$ cat src/rtl/xif_acc_pkg.sv
package xif_acc_pkg;
  localparam int NUM_SRC = 3;
  localparam logic [6:0] OPC_CUSTOM0 = 7'b0001011;

  typedef enum logic [1:0] {
    FN_TRIPLE = 2'b00,
    FN_PAIRWR = 2'b01
  } fn_sel_e;

  typedef struct packed {
    logic                known;
    logic [1:0]          wb;
    logic [NUM_SRC-1:0]  rdreq;
    logic                ecswr;
  } dec_t;
endpackage

$ cat src/rtl/xif_op_decode.sv
module xif_op_decode
  import xif_acc_pkg::*;
#(
  parameter int DUAL_WR = 1
) (
  input  logic [6:0] opcode,
  input  logic [1:0] funct2,
  input  logic       rd_lsb,
  output dec_t       dec
);
  always_comb begin
    dec = '0;
    if (opcode == OPC_CUSTOM0) begin
      case (funct2)
        FN_TRIPLE: begin
          dec.known = 1'b1;
          dec.wb    = 2'b01;
          dec.rdreq = 3'b111;
        end
        FN_PAIRWR: begin
          if (DUAL_WR != 0 && !rd_lsb) begin
            dec.known = 1'b1;
            dec.wb    = 2'b11;
            dec.rdreq = 3'b011;
            dec.ecswr = 1'b1;
          end
        end
        default: dec = '0;
      endcase
    end
  end
endmodule

$ cat src/rtl/xif_pick_first.sv
module xif_pick_first #(
  parameter int N = 4,
  localparam int IW = (N > 1) ? $clog2(N) : 1
) (
  input  logic [N-1:0]  req,
  output logic [N-1:0]  gnt,
  output logic [IW-1:0] idx,
  output logic          any
);
  always_comb begin
    gnt = '0;
    idx = '0;
    any = 1'b0;
    for (int i = 0; i < N; i++) begin
      if (req[i] && !any) begin
        gnt[i] = 1'b1;
        idx    = IW'(i);
        any    = 1'b1;
      end
    end
  end
endmodule

$ cat src/rtl/xif_slot_bank.sv
module xif_slot_bank #(
  parameter int DEPTH  = 4,
  parameter int ID_W   = 4,
  parameter int HART_W = 1,
  parameter int XLEN   = 32,
  parameter int NSRC   = 3,
  localparam int IW    = (DEPTH > 1) ? $clog2(DEPTH) : 1,
  localparam int OPW   = NSRC * XLEN
) (
  input  logic              clk,
  input  logic              rst_n,
  input  logic              alloc_en,
  input  logic [ID_W-1:0]   alloc_id,
  input  logic [HART_W-1:0] alloc_hart,
  input  logic [31:0]       alloc_instr,
  input  logic [NSRC-1:0]   alloc_need,
  input  logic [OPW-1:0]    alloc_ops,
  input  logic              alloc_filled,
  input  logic              fill_en,
  input  logic [ID_W-1:0]   fill_id,
  input  logic [HART_W-1:0] fill_hart,
  input  logic [OPW-1:0]    fill_ops,
  output logic              full,
  output logic              out_valid,
  input  logic              out_ready,
  output logic [ID_W-1:0]   out_id,
  output logic [HART_W-1:0] out_hart,
  output logic [31:0]       out_instr,
  output logic [OPW-1:0]    out_ops
);
  logic [DEPTH-1:0]  vld_q, done_q, fill_hit;
  logic [ID_W-1:0]   id_q    [DEPTH];
  logic [HART_W-1:0] hart_q  [DEPTH];
  logic [31:0]       instr_q [DEPTH];
  logic [NSRC-1:0]   need_q  [DEPTH];
  logic [OPW-1:0]    ops_q   [DEPTH];

  logic [DEPTH-1:0] free_gnt, unused_rdy_gnt;
  logic [IW-1:0]    unused_free_idx, rdy_idx, sel_idx, hold_idx_q;
  logic             any_free, any_rdy, hold_q, pop;

  function automatic logic [OPW-1:0] keep_needed(input logic [NSRC-1:0] need,
                                                 input logic [OPW-1:0] ops);
    logic [OPW-1:0] res;
    res = '0;
    for (int k = 0; k < NSRC; k++)
      if (need[k]) res[k*XLEN +: XLEN] = ops[k*XLEN +: XLEN];
    return res;
  endfunction

  xif_pick_first #(.N(DEPTH)) free_pick_i (
    .req(~vld_q), .gnt(free_gnt), .idx(unused_free_idx), .any(any_free)
  );
  xif_pick_first #(.N(DEPTH)) rdy_pick_i (
    .req(vld_q & done_q), .gnt(unused_rdy_gnt), .idx(rdy_idx), .any(any_rdy)
  );

  assign full      = !any_free;
  assign sel_idx   = hold_q ? hold_idx_q : rdy_idx;
  assign out_valid = hold_q | any_rdy;
  assign pop       = out_valid && out_ready;
  assign out_id    = id_q[sel_idx];
  assign out_hart  = hart_q[sel_idx];
  assign out_instr = instr_q[sel_idx];
  assign out_ops   = ops_q[sel_idx];

  always_comb begin
    for (int i = 0; i < DEPTH; i++)
      fill_hit[i] = fill_en && vld_q[i] && !done_q[i] &&
                    id_q[i] == fill_id && hart_q[i] == fill_hart;
  end

  always_ff @(posedge clk or negedge rst_n) begin
    if (!rst_n) begin
      vld_q  <= '0;
      done_q <= '0;
      for (int i = 0; i < DEPTH; i++) begin
        id_q[i]    <= '0;
        hart_q[i]  <= '0;
        instr_q[i] <= '0;
        need_q[i]  <= '0;
        ops_q[i]   <= '0;
      end
    end else begin
      for (int i = 0; i < DEPTH; i++) begin
        if (pop && sel_idx == IW'(i)) begin
          vld_q[i]  <= 1'b0;
          done_q[i] <= 1'b0;
        end else if (alloc_en && free_gnt[i]) begin
          vld_q[i]   <= 1'b1;
          done_q[i]  <= alloc_filled;
          id_q[i]    <= alloc_id;
          hart_q[i]  <= alloc_hart;
          instr_q[i] <= alloc_instr;
          need_q[i]  <= alloc_need;
          ops_q[i]   <= keep_needed(alloc_need, alloc_ops);
        end else if (fill_hit[i]) begin
          done_q[i] <= 1'b1;
          ops_q[i]  <= keep_needed(need_q[i], fill_ops);
        end
      end
    end
  end

  always_ff @(posedge clk or negedge rst_n) begin
    if (!rst_n) begin
      hold_q     <= 1'b0;
      hold_idx_q <= '0;
    end else begin
      hold_q     <= out_valid && !out_ready;
      hold_idx_q <= sel_idx;
    end
  end

  // nothing is allocated into a full store
  a_r8_no_alloc_full: assert property (@(posedge clk) disable iff (!rst_n)
    alloc_en |-> !full);
  // a stalled output holds its entry
  a_r9_out_stable: assert property (@(posedge clk) disable iff (!rst_n)
    out_valid && !out_ready |=> out_valid && $stable(out_id) && $stable(out_ops));
endmodule

$ cat src/rtl/xif_issue_acceptor.sv
module xif_issue_acceptor
  import xif_acc_pkg::*;
#(
  parameter int XLEN    = 32,
  parameter int ID_W    = 4,
  parameter int HART_W  = 1,
  parameter int DEPTH   = 4,
  parameter int SPLIT   = 0,
  parameter int DUAL_WR = 1,
  localparam int WBW    = DUAL_WR + 1,
  localparam int OPW    = NUM_SRC * XLEN
) (
  input  logic               clk,
  input  logic               rst_n,
  input  logic               iss_valid,
  output logic               iss_ready,
  input  logic [31:0]        iss_instr,
  input  logic [HART_W-1:0]  iss_hart,
  input  logic [ID_W-1:0]    iss_id,
  output logic               iss_accept,
  output logic [WBW-1:0]     iss_wb,
  output logic [NUM_SRC-1:0] iss_rdreq,
  output logic               iss_ecswr,
  input  logic               reg_valid,
  output logic               reg_ready,
  input  logic [HART_W-1:0]  reg_hart,
  input  logic [ID_W-1:0]    reg_id,
  input  logic [OPW-1:0]     reg_ops,
  input  logic [NUM_SRC-1:0] reg_opvld,
  output logic               out_valid,
  input  logic               out_ready,
  output logic [ID_W-1:0]    out_id,
  output logic [HART_W-1:0]  out_hart,
  output logic [31:0]        out_instr,
  output logic [OPW-1:0]     out_ops
);
  dec_t dec;
  logic full, take, alloc_en, fill_en;
  logic [OPW-1:0] alloc_ops;

  xif_op_decode #(.DUAL_WR(DUAL_WR)) dec_i (
    .opcode(iss_instr[6:0]), .funct2(iss_instr[26:25]),
    .rd_lsb(iss_instr[7]), .dec(dec)
  );

  assign take       = dec.known && !full;
  assign iss_accept = iss_valid && take;
  assign iss_wb     = iss_accept ? dec.wb[WBW-1:0] : '0;
  assign iss_rdreq  = iss_accept ? dec.rdreq : '0;
  assign iss_ecswr  = iss_accept && dec.ecswr;
  assign alloc_en   = iss_valid && iss_ready && take;

  generate
    if (SPLIT == 0) begin : g_joint
      logic ops_ok;
      logic unused_joint;
      assign ops_ok       = (dec.rdreq & ~reg_opvld) == '0;
      assign iss_ready    = !(take && !ops_ok);
      assign reg_ready    = iss_ready;
      assign alloc_ops    = reg_ops;
      assign fill_en      = 1'b0;
      assign unused_joint = ^{reg_valid, reg_id, reg_hart};
      // an accepted joint handshake has every requested operand
      a_r6_joint_ops: assert property (@(posedge clk) disable iff (!rst_n)
        iss_valid && iss_ready && iss_accept |-> (iss_rdreq & ~reg_opvld) == '0);
    end else begin : g_split
      logic unused_split;
      assign iss_ready    = 1'b1;
      assign reg_ready    = 1'b1;
      assign alloc_ops    = '0;
      assign fill_en      = reg_valid;
      assign unused_split = ^reg_opvld;
    end
    if (WBW == 2) begin : g_pair_chk
      // pair writeback needs bit 0 and an even destination
      a_r4_pair_even: assert property (@(posedge clk) disable iff (!rst_n)
        iss_accept && iss_wb[1] |-> iss_wb[0] && !iss_instr[7]);
    end
  endgenerate

  xif_slot_bank #(
    .DEPTH(DEPTH), .ID_W(ID_W), .HART_W(HART_W), .XLEN(XLEN), .NSRC(NUM_SRC)
  ) bank_i (
    .clk(clk), .rst_n(rst_n),
    .alloc_en(alloc_en), .alloc_id(iss_id), .alloc_hart(iss_hart),
    .alloc_instr(iss_instr), .alloc_need(dec.rdreq), .alloc_ops(alloc_ops),
    .alloc_filled(SPLIT == 0),
    .fill_en(fill_en), .fill_id(reg_id), .fill_hart(reg_hart), .fill_ops(reg_ops),
    .full(full),
    .out_valid(out_valid), .out_ready(out_ready), .out_id(out_id),
    .out_hart(out_hart), .out_instr(out_instr), .out_ops(out_ops)
  );

  // a refused handshake carries an all-zero response
  a_r2_reject_quiet: assert property (@(posedge clk) disable iff (!rst_n)
    iss_valid && iss_ready && !iss_accept |-> iss_wb == '0 && iss_rdreq == '0 && !iss_ecswr);
endmodule

$ cat config.mk
export PLATFORM = sky130hd
export DESIGN_NAME = xif_issue_acceptor
export DESIGN_NICKNAME = d
export VERILOG_FILES = /design/src/rtl/xif_acc_pkg.sv /design/src/rtl/xif_op_decode.sv /design/src/rtl/xif_pick_first.sv /design/src/rtl/xif_slot_bank.sv /design/src/rtl/xif_issue_acceptor.sv
export SDC_FILE = /design/constraint.sdc
export NUM_CORES = 1
export LEC_CHECK = 0
export BUFFER_PORTS_ARGS = -buffer_cell sky130_fd_sc_hd__buf_4
export CORE_MARGIN = 1.5
export CORE_UTILIZATION = 30
export DETAILED_ROUTE_END_ITERATION = 6
export PLACE_DENSITY = 0.52
export SKIP_LAST_GASP = 1
export SYNTH_ARGS = -nofsm -noshare
export SYNTH_HDL_FRONTEND = slang
export SYNTH_SLANG_ARGS = --single-unit
$ cat constraint.sdc
create_clock -name clk -period 5.2 [get_ports clk]
set_clock_uncertainty 0.2 [all_clocks]
set_input_delay 0.52 -clock clk [delete_from_list [all_inputs] [get_ports clk]]
set_output_delay 0.52 -clock clk [all_outputs]
set_load 0.01 [all_outputs]
After elaboration in Yosys (flattened, before gate mapping)
Index checks and enable logic that the tools add are counted.

cells by class
  $lt $le $gt $ge = 1
  divide/modulo/power cells = 0
  $mul = 0
  eq/ne operators = 5
  bitwise gates (word level) = 10
  reductions and logical operators = 42
  shift-type cells = 0
  $add $sub $neg = 0
  mux-type cells = 44

operators by type and width
  operator              number
  $bmux W96 S2          1
  $mux W96              2
  $mux W32              5
  $bmux W32 S2          1
  $mux W1               23
  $logic_and A1 B1 Y1   22
  $mux W7               2
  $pmux W6 S2           1
  $logic_not A1 Y1      9
  $bmux W4 S2           1
  $mux W2               4
  $mux W4               2
  $reduce_and A2 Y1     4
  $reduce_bool A2 Y1    4
  $eq A7 B4 Y1 const B  1
  $and A4 B4 Y4         1
  $eq A2 B1 Y1 const B  2
  $eq A2 B2 Y1 const B  2
  $logic_not A2 Y1      2
  $not A1 Y1            4
  $not A4 Y4            1
  $and A3 B3 Y3         1
  $ge A3 B3 Y1 const B  1
  $logic_not A3 Y1      1
  5 further kinds       5

word-level totals
  output and inout bits = 143
  memories kept = 0
  RAM bits = 0
  bits of input ports = 146
  logic and storage cells = 124
  bits in registers = 539
  bits in latches = 0
  ROM bits = 0

Depth between registers and ports, before layout
  word-level depth = 19
  mapped depth = 8
  mapped depth without buffers = 5

By module
From an unflattened synthesis, not the netlist that was laid out.

second synthesis, totals
  cells, all modules = 3193
  area, all modules = 30050.1 um2

by module, submodules not included
  module              cells an instance  area each (um2)  seq. area each (um2)  times used
  xif_slot_bank       3145               29717.3          13888.3               1
  xif_issue_acceptor  17                 132.6            0.0                   1
  xif_pick_first      11                 61.3             0.0                   2
  xif_op_decode       9                  77.6             0.0                   1

Worst setup path after synthesis
Ideal clock, no wire load.

  kind = flip-flop to output port
  start = register bank_i.hold_q
  end = output port out_instr[0]
  arrival = 2.217 ns
  required time = 4.480 ns
  cell stages (with the launch flop) = 7
  slack = 2.263 ns
  buffers on the path = 3
  path through = dfrtp_1 or3_1 o21ai_0 clkbuf_1 clkbuf_1 buf_2 mux2i_1

between the ends
  longest elaborated chain between the ends = 5

ends and longest elaborated chain
  item                                          RTL line                  source
  from (decl)                                   xif_slot_bank.sv:40       logic any_free, any_rdy, hold_q, pop;
  from (signal assigned)                        xif_slot_bank.sv:110      hold_q <= out_valid && !out_ready;
  $mux W2                                       xif_slot_bank.sv:59       assign sel_idx = hold_q ? hold_idx_q : rdy_idx;
  $not A2 Y3 (not written as such)              xif_slot_bank.sv:64       assign out_instr = instr_q[sel_idx];
  $bmux W32 S2                                  xif_slot_bank.sv:64
  $mux W32 (not written as such) (2 in series)  xif_slot_bank.sv:64
  to (decl)                                     xif_issue_acceptor.sv:34  output logic [31:0] out_instr,

No other way between the ends. The select of a mux whose other input is x is not followed.

Worst setup path after layout
  start = register bank_i.done_q[0]
  end = output port out_ops[45]

between the ends
  longest elaborated chain between the ends = 16

ends and longest elaborated chain
  item                                              RTL line                  source
  from (decl)                                       xif_slot_bank.sv:31       logic [DEPTH-1:0] vld_q, done_q, fill_hit;
  from (signal, indexed assignment)                 xif_slot_bank.sv:91       done_q[i] <= alloc_filled;
  $and A4 B4 Y4 (*)                                 xif_slot_bank.sv:55       .req(vld_q & done_q), .gnt(unused_rdy_gnt), .idx(rdy_idx), .any(any_rdy)
  $mux W1 (*)                                       xif_pick_first.sv:15      if (req[i] && !any) begin
  $logic_not A1 Y1                                  xif_pick_first.sv:15
  $logic_and A1 B1 Y1                               xif_pick_first.sv:15
  $mux W1                                           xif_pick_first.sv:15
  $logic_not A1 Y1                                  xif_pick_first.sv:15
  $logic_and A1 B1 Y1                               xif_pick_first.sv:15
  $mux W1                                           xif_pick_first.sv:15
  $logic_not A1 Y1                                  xif_pick_first.sv:15
  $logic_and A1 B1 Y1                               xif_pick_first.sv:15
  $mux W2 (*)                                       xif_pick_first.sv:15
  $mux W2 (*)                                       xif_slot_bank.sv:59
  $not A2 Y3 (not written as such) (*)              xif_slot_bank.sv:65       assign out_ops = ops_q[sel_idx];
  $bmux W96 S2 (*)                                  xif_slot_bank.sv:65
  $mux W96 (not written as such) (*) (2 in series)  xif_slot_bank.sv:65
  to (decl)                                         xif_issue_acceptor.sv:35  output logic [OPW-1:0] out_ops

Every way passes the cells marked *; elsewhere a longest branch is shown, timed or not. The select of a mux whose other input is x is not followed.

==> results.txt <==
----------------------------------------------------
[Status]
  Status ... completed

[STA]
  Period Utilization, post-route ... 74.8%
  Hold Violations, Final ... 0
  Unrepaired setup endpoints after global routing ... no
  Worst Setup Slack, final ... 1.31 ns
  Final number of max-transition violations ... 0
  Worst hold slack ... 0.0759 ns
  Upper clock frequency limit ... 257 MHz
  Number of setup violations in the final report ... 0
  Slew HR ... 27.7%
  Total Negative Setup Slacks ... 0 ns
  Final period demand of the worst path ... 3.89 ns
  Measured slew at the worst slew-check pin ... 1.08 ns

[Worst setup path]
  Type of the setup path with the least slack ... flip-flop to primary output
  Worst path arrival time ... 3.17 ns
  RR Endpoint ... bank_i.ops_q[95]$_DFFE_PN0P_
  Crit path capture type ... primary output
  Startpoint type of the worst setup path ... flip-flop
  Maximum fanout count along the critical path ... 61
  Critical R2R Launch ... bank_i.done_q[0]$_DFFE_PN0P_
  Required @ worst endpoint ... 4.48 ns
  Worst setup slack for register-to-register paths ... 2.21 ns
  R2R cell count ... 6

[Die]
  Number of top-level pins ... 289
  Area of the core ... 82100 sq um
  Area enclosed by the die boundary ... 84800 sq um
  Total number of placement rows ... 105
  Starting density of the core ... 30.4%
  Width of the die ... 291 microns
  DIE HEIGHT ... 291 microns

[Worst hold path]
  Instance count along the most critical hold path ... 2
  Launch point of the worst hold path ... iss_instr[7]
  Worst hold path class ... input port to flip-flop
  Hold Path End ... bank_i.instr_q[7]$_DFFE_PN0P_

[Pwr]
  PnR Total Power ... 8.99 mW
  Pwr/cell area ... 293 nW/um^2
  Maximum vdd drop ... 0.229 mV
  Cell leakage power ... 16.6 nW

[GRT]
  Number of antenna violations at the first check in global routing ... 2
  Top Usage Layer GRT ... met2
  GR Layer Usage met3 ... 3.77%
  Met2 global-route usage ... 24.0%
  Global-route wire length before repair ... 96000 microns
  Total routing resource utilization after global routing ... 14.3%
  Met1 track utilization from global routing ... 18.1%
  Via count of the first global-routing pass ... 16400
  Total grt overflow ... 0
  Pin count of the biggest net entering global routing ... 149

[Route]
  Starting DRC count in detailed routing ... 476
  Via density per instance ... 4.70
  DRC errors left ... 0
  Detailed-route via count ... 14900
  Final wirelength ... 60500 microns
  Number of iterations in the first detailed-routing pass ... 4
  Average detailed-routed wire length per instance ... 19.0 microns
  Final antenna-violating net count ... 0

[Logic synthesis]
  Syn Std Cell Area ... 24900 sq um
  Number of flip-flops and latches in the synthesized netlist ... 539
  Most used DFF post-synth ... sky130_fd_sc_hd__dfrtp_1
  Top cells by area in the synthesized netlist ... sky130_fd_sc_hd__dfrtp_1 54%, sky130_fd_sc_hd__mux2_2 19%, sky130_fd_sc_hd__mux2i_1 16%
  Cells after synthesis ... 1767
  Leading cell type by number of instances after synthesis ... sky130_fd_sc_hd__dfrtp_1
  Share of async-settable or async-resettable flops after synthesis ... 100%
  Post-synth net total ... 1913
  Cell taking the most area after synthesis ... sky130_fd_sc_hd__dfrtp_1
  Synth warn ... 0
  Post-synth top area share ... 54.1%
  Post-synth EDFFs ... 0
  Portion of the post-synthesis area used by sequential elements ... 54.1%
  Count of unique library cells instantiated by Yosys ... 42
  Avg Inst Size Synth ... 14.1 sq um
  List of most frequent post-synthesis cells ... 539 x sky130_fd_sc_hd__dfrtp_1, 419 x sky130_fd_sc_hd__mux2_2, 399 x sky130_fd_sc_hd__mux2i_1, 81 x sky130_fd_sc_hd__mux2_1, 65 x sky130_fd_sc_hd__and2_1

[Placement]
  Area after DPL ... 28200 sq um
  DP Worst Slack ... 1.90 ns
  Number of placed cells counting well taps ... 3028
  Final RePlAce weighted congestion ... 0.724
  PortBufs ... 282
  Final HPWL DP ... 35200 microns

[Clock tree]
  Clock buffer count from CTS ... 66
  H-tree depth ... 3
  Cell chosen for the clock root ... sky130_fd_sc_hd__clkbuf_16
  TritonCTS clock tree ... done
  Clock latency of the later-clocked register in the worst-skew pair ... 0.58 ns
  Sink Count ... 539
  Clk pin slew, worst setup/hold paths ... 0.06 ns
  Worst-case clock buffer depth ... 3

[Flow run]
  Number of maximum-capacitance constraint violations ... 0

[Cells and area]
  Area of all placed cells without fillers ... 30700 sq um
  Growth of design area from synthesis to finish ... 23.1%
  Proportion of layout cells with a drive suffix above 1 ... 40.2%
  Utilization after layout ... 37.4%
  Final cell count without fillers ... 3174
  Total Nets Final ... 2201

----------------------------------------------------
logic make-up after synthesis:
logic type / after synthesis / synth area share, %
flip-flops: 539 / 54.1
buffers and inverters: 150 / 2.86
AO/OA/AOI/OAI: 16 / 0.648
AND/OR/NAND/NOR: 163 / 3.76
multiplexers: 899 / 38.6
worst max-delay path by stage:
stage / depth (start not counted) / start / slack [ns] / to
2_1_floorplan: 6 / bank_i.hold_q$_DFF_PN0_ / 2.26 / out_instr[0]
3_3_place_gp: 7 / bank_i.done_q[0]$_DFFE_PN0P_ / 1.89 / out_ops[45]
3_5_place_dp: 7 / bank_i.done_q[0]$_DFFE_PN0P_ / 1.90 / out_ops[64]
4_1_cts: 7 / bank_i.done_q[0]$_DFFE_PN0P_ / 1.23 / out_ops[64]
5_1_grt: 7 / bank_i.done_q[0]$_DFFE_PN0P_ / 1.07 / out_ops[23]
6_report: 7 / bank_i.done_q[0]$_DFFE_PN0P_ / 1.31 / out_ops[45]
where the power goes:
part,leakage (nW),internal (mW),switching [mW]
Combinational,7.99,0.118,0.155
Clock,1.05,2.73,1.79
Sequential,7.53,4.20,0.00182
Total,16.6,7.04,1.95
placed cells by master (no fill, tap or decap), types with 22 or more instances in the layout:
cell                              n
sky130_fd_sc_hd__nor2b_1         22
sky130_fd_sc_hd__buf_4          289
sky130_fd_sc_hd__dfrtp_1        539
sky130_fd_sc_hd__dlygate4sd3_1   29
sky130_fd_sc_hd__mux2i_1        399
sky130_fd_sc_hd__nor2_1          38
sky130_fd_sc_hd__mux2_1          81
sky130_fd_sc_hd__inv_1           35
sky130_fd_sc_hd__mux2_2         419
sky130_fd_sc_hd__clkbuf_16       67
sky130_fd_sc_hd__and2_1          65
registers in the layout, summed over array words and instances, names as in the netlist:
signal and flops:
bank_i.id_q 16, bank_i.hold_idx_q 2, bank_i.instr_q 128, bank_i.hart_q 4, bank_i.hold_q 1, bank_i.vld_q 1, bank_i.done_q 3, bank_i.ops_q 384
routing by layer:
metal,up-vias,share of wire [%]
li1,6844,-
met1,7764,44
met2,251,48
met3,69,5.5
met4,4,1.7
met5,-,0.048
what timing repair did:
item | CTS | global route
hold buffers | 29 | 0
setup buffers | 0 | 0
resized for setup | 0 | 0
setup endpoints to repair | 0 | 0
endpoints found under the hold margin | 179 | 0
cell type report:
type | count | area (sq um)
multi-input combinational | 1078 | 10800
tap | 1070 | 1340
sequential | 539 | 13500
antenna | 1 | 2.50
clock inverter | 15 | 179
fill | 7877 | 51400
clock buffer | 101 | 1970
inverter | 35 | 131
timing repair buffer | 335 | 2800
worst max-delay path: stages, from the launching register on:
cell	delay, ns
sky130_fd_sc_hd__dfrtp_1	0.45
sky130_fd_sc_hd__nor2b_1	0.28
sky130_fd_sc_hd__a211o_4	0.33
sky130_fd_sc_hd__buf_12	0.42
sky130_fd_sc_hd__buf_4	0.49
sky130_fd_sc_hd__mux2i_1	0.25
sky130_fd_sc_hd__mux2i_1	0.10
sky130_fd_sc_hd__buf_4	0.18
No activity file was read; power rests on OpenSTA's default activity.
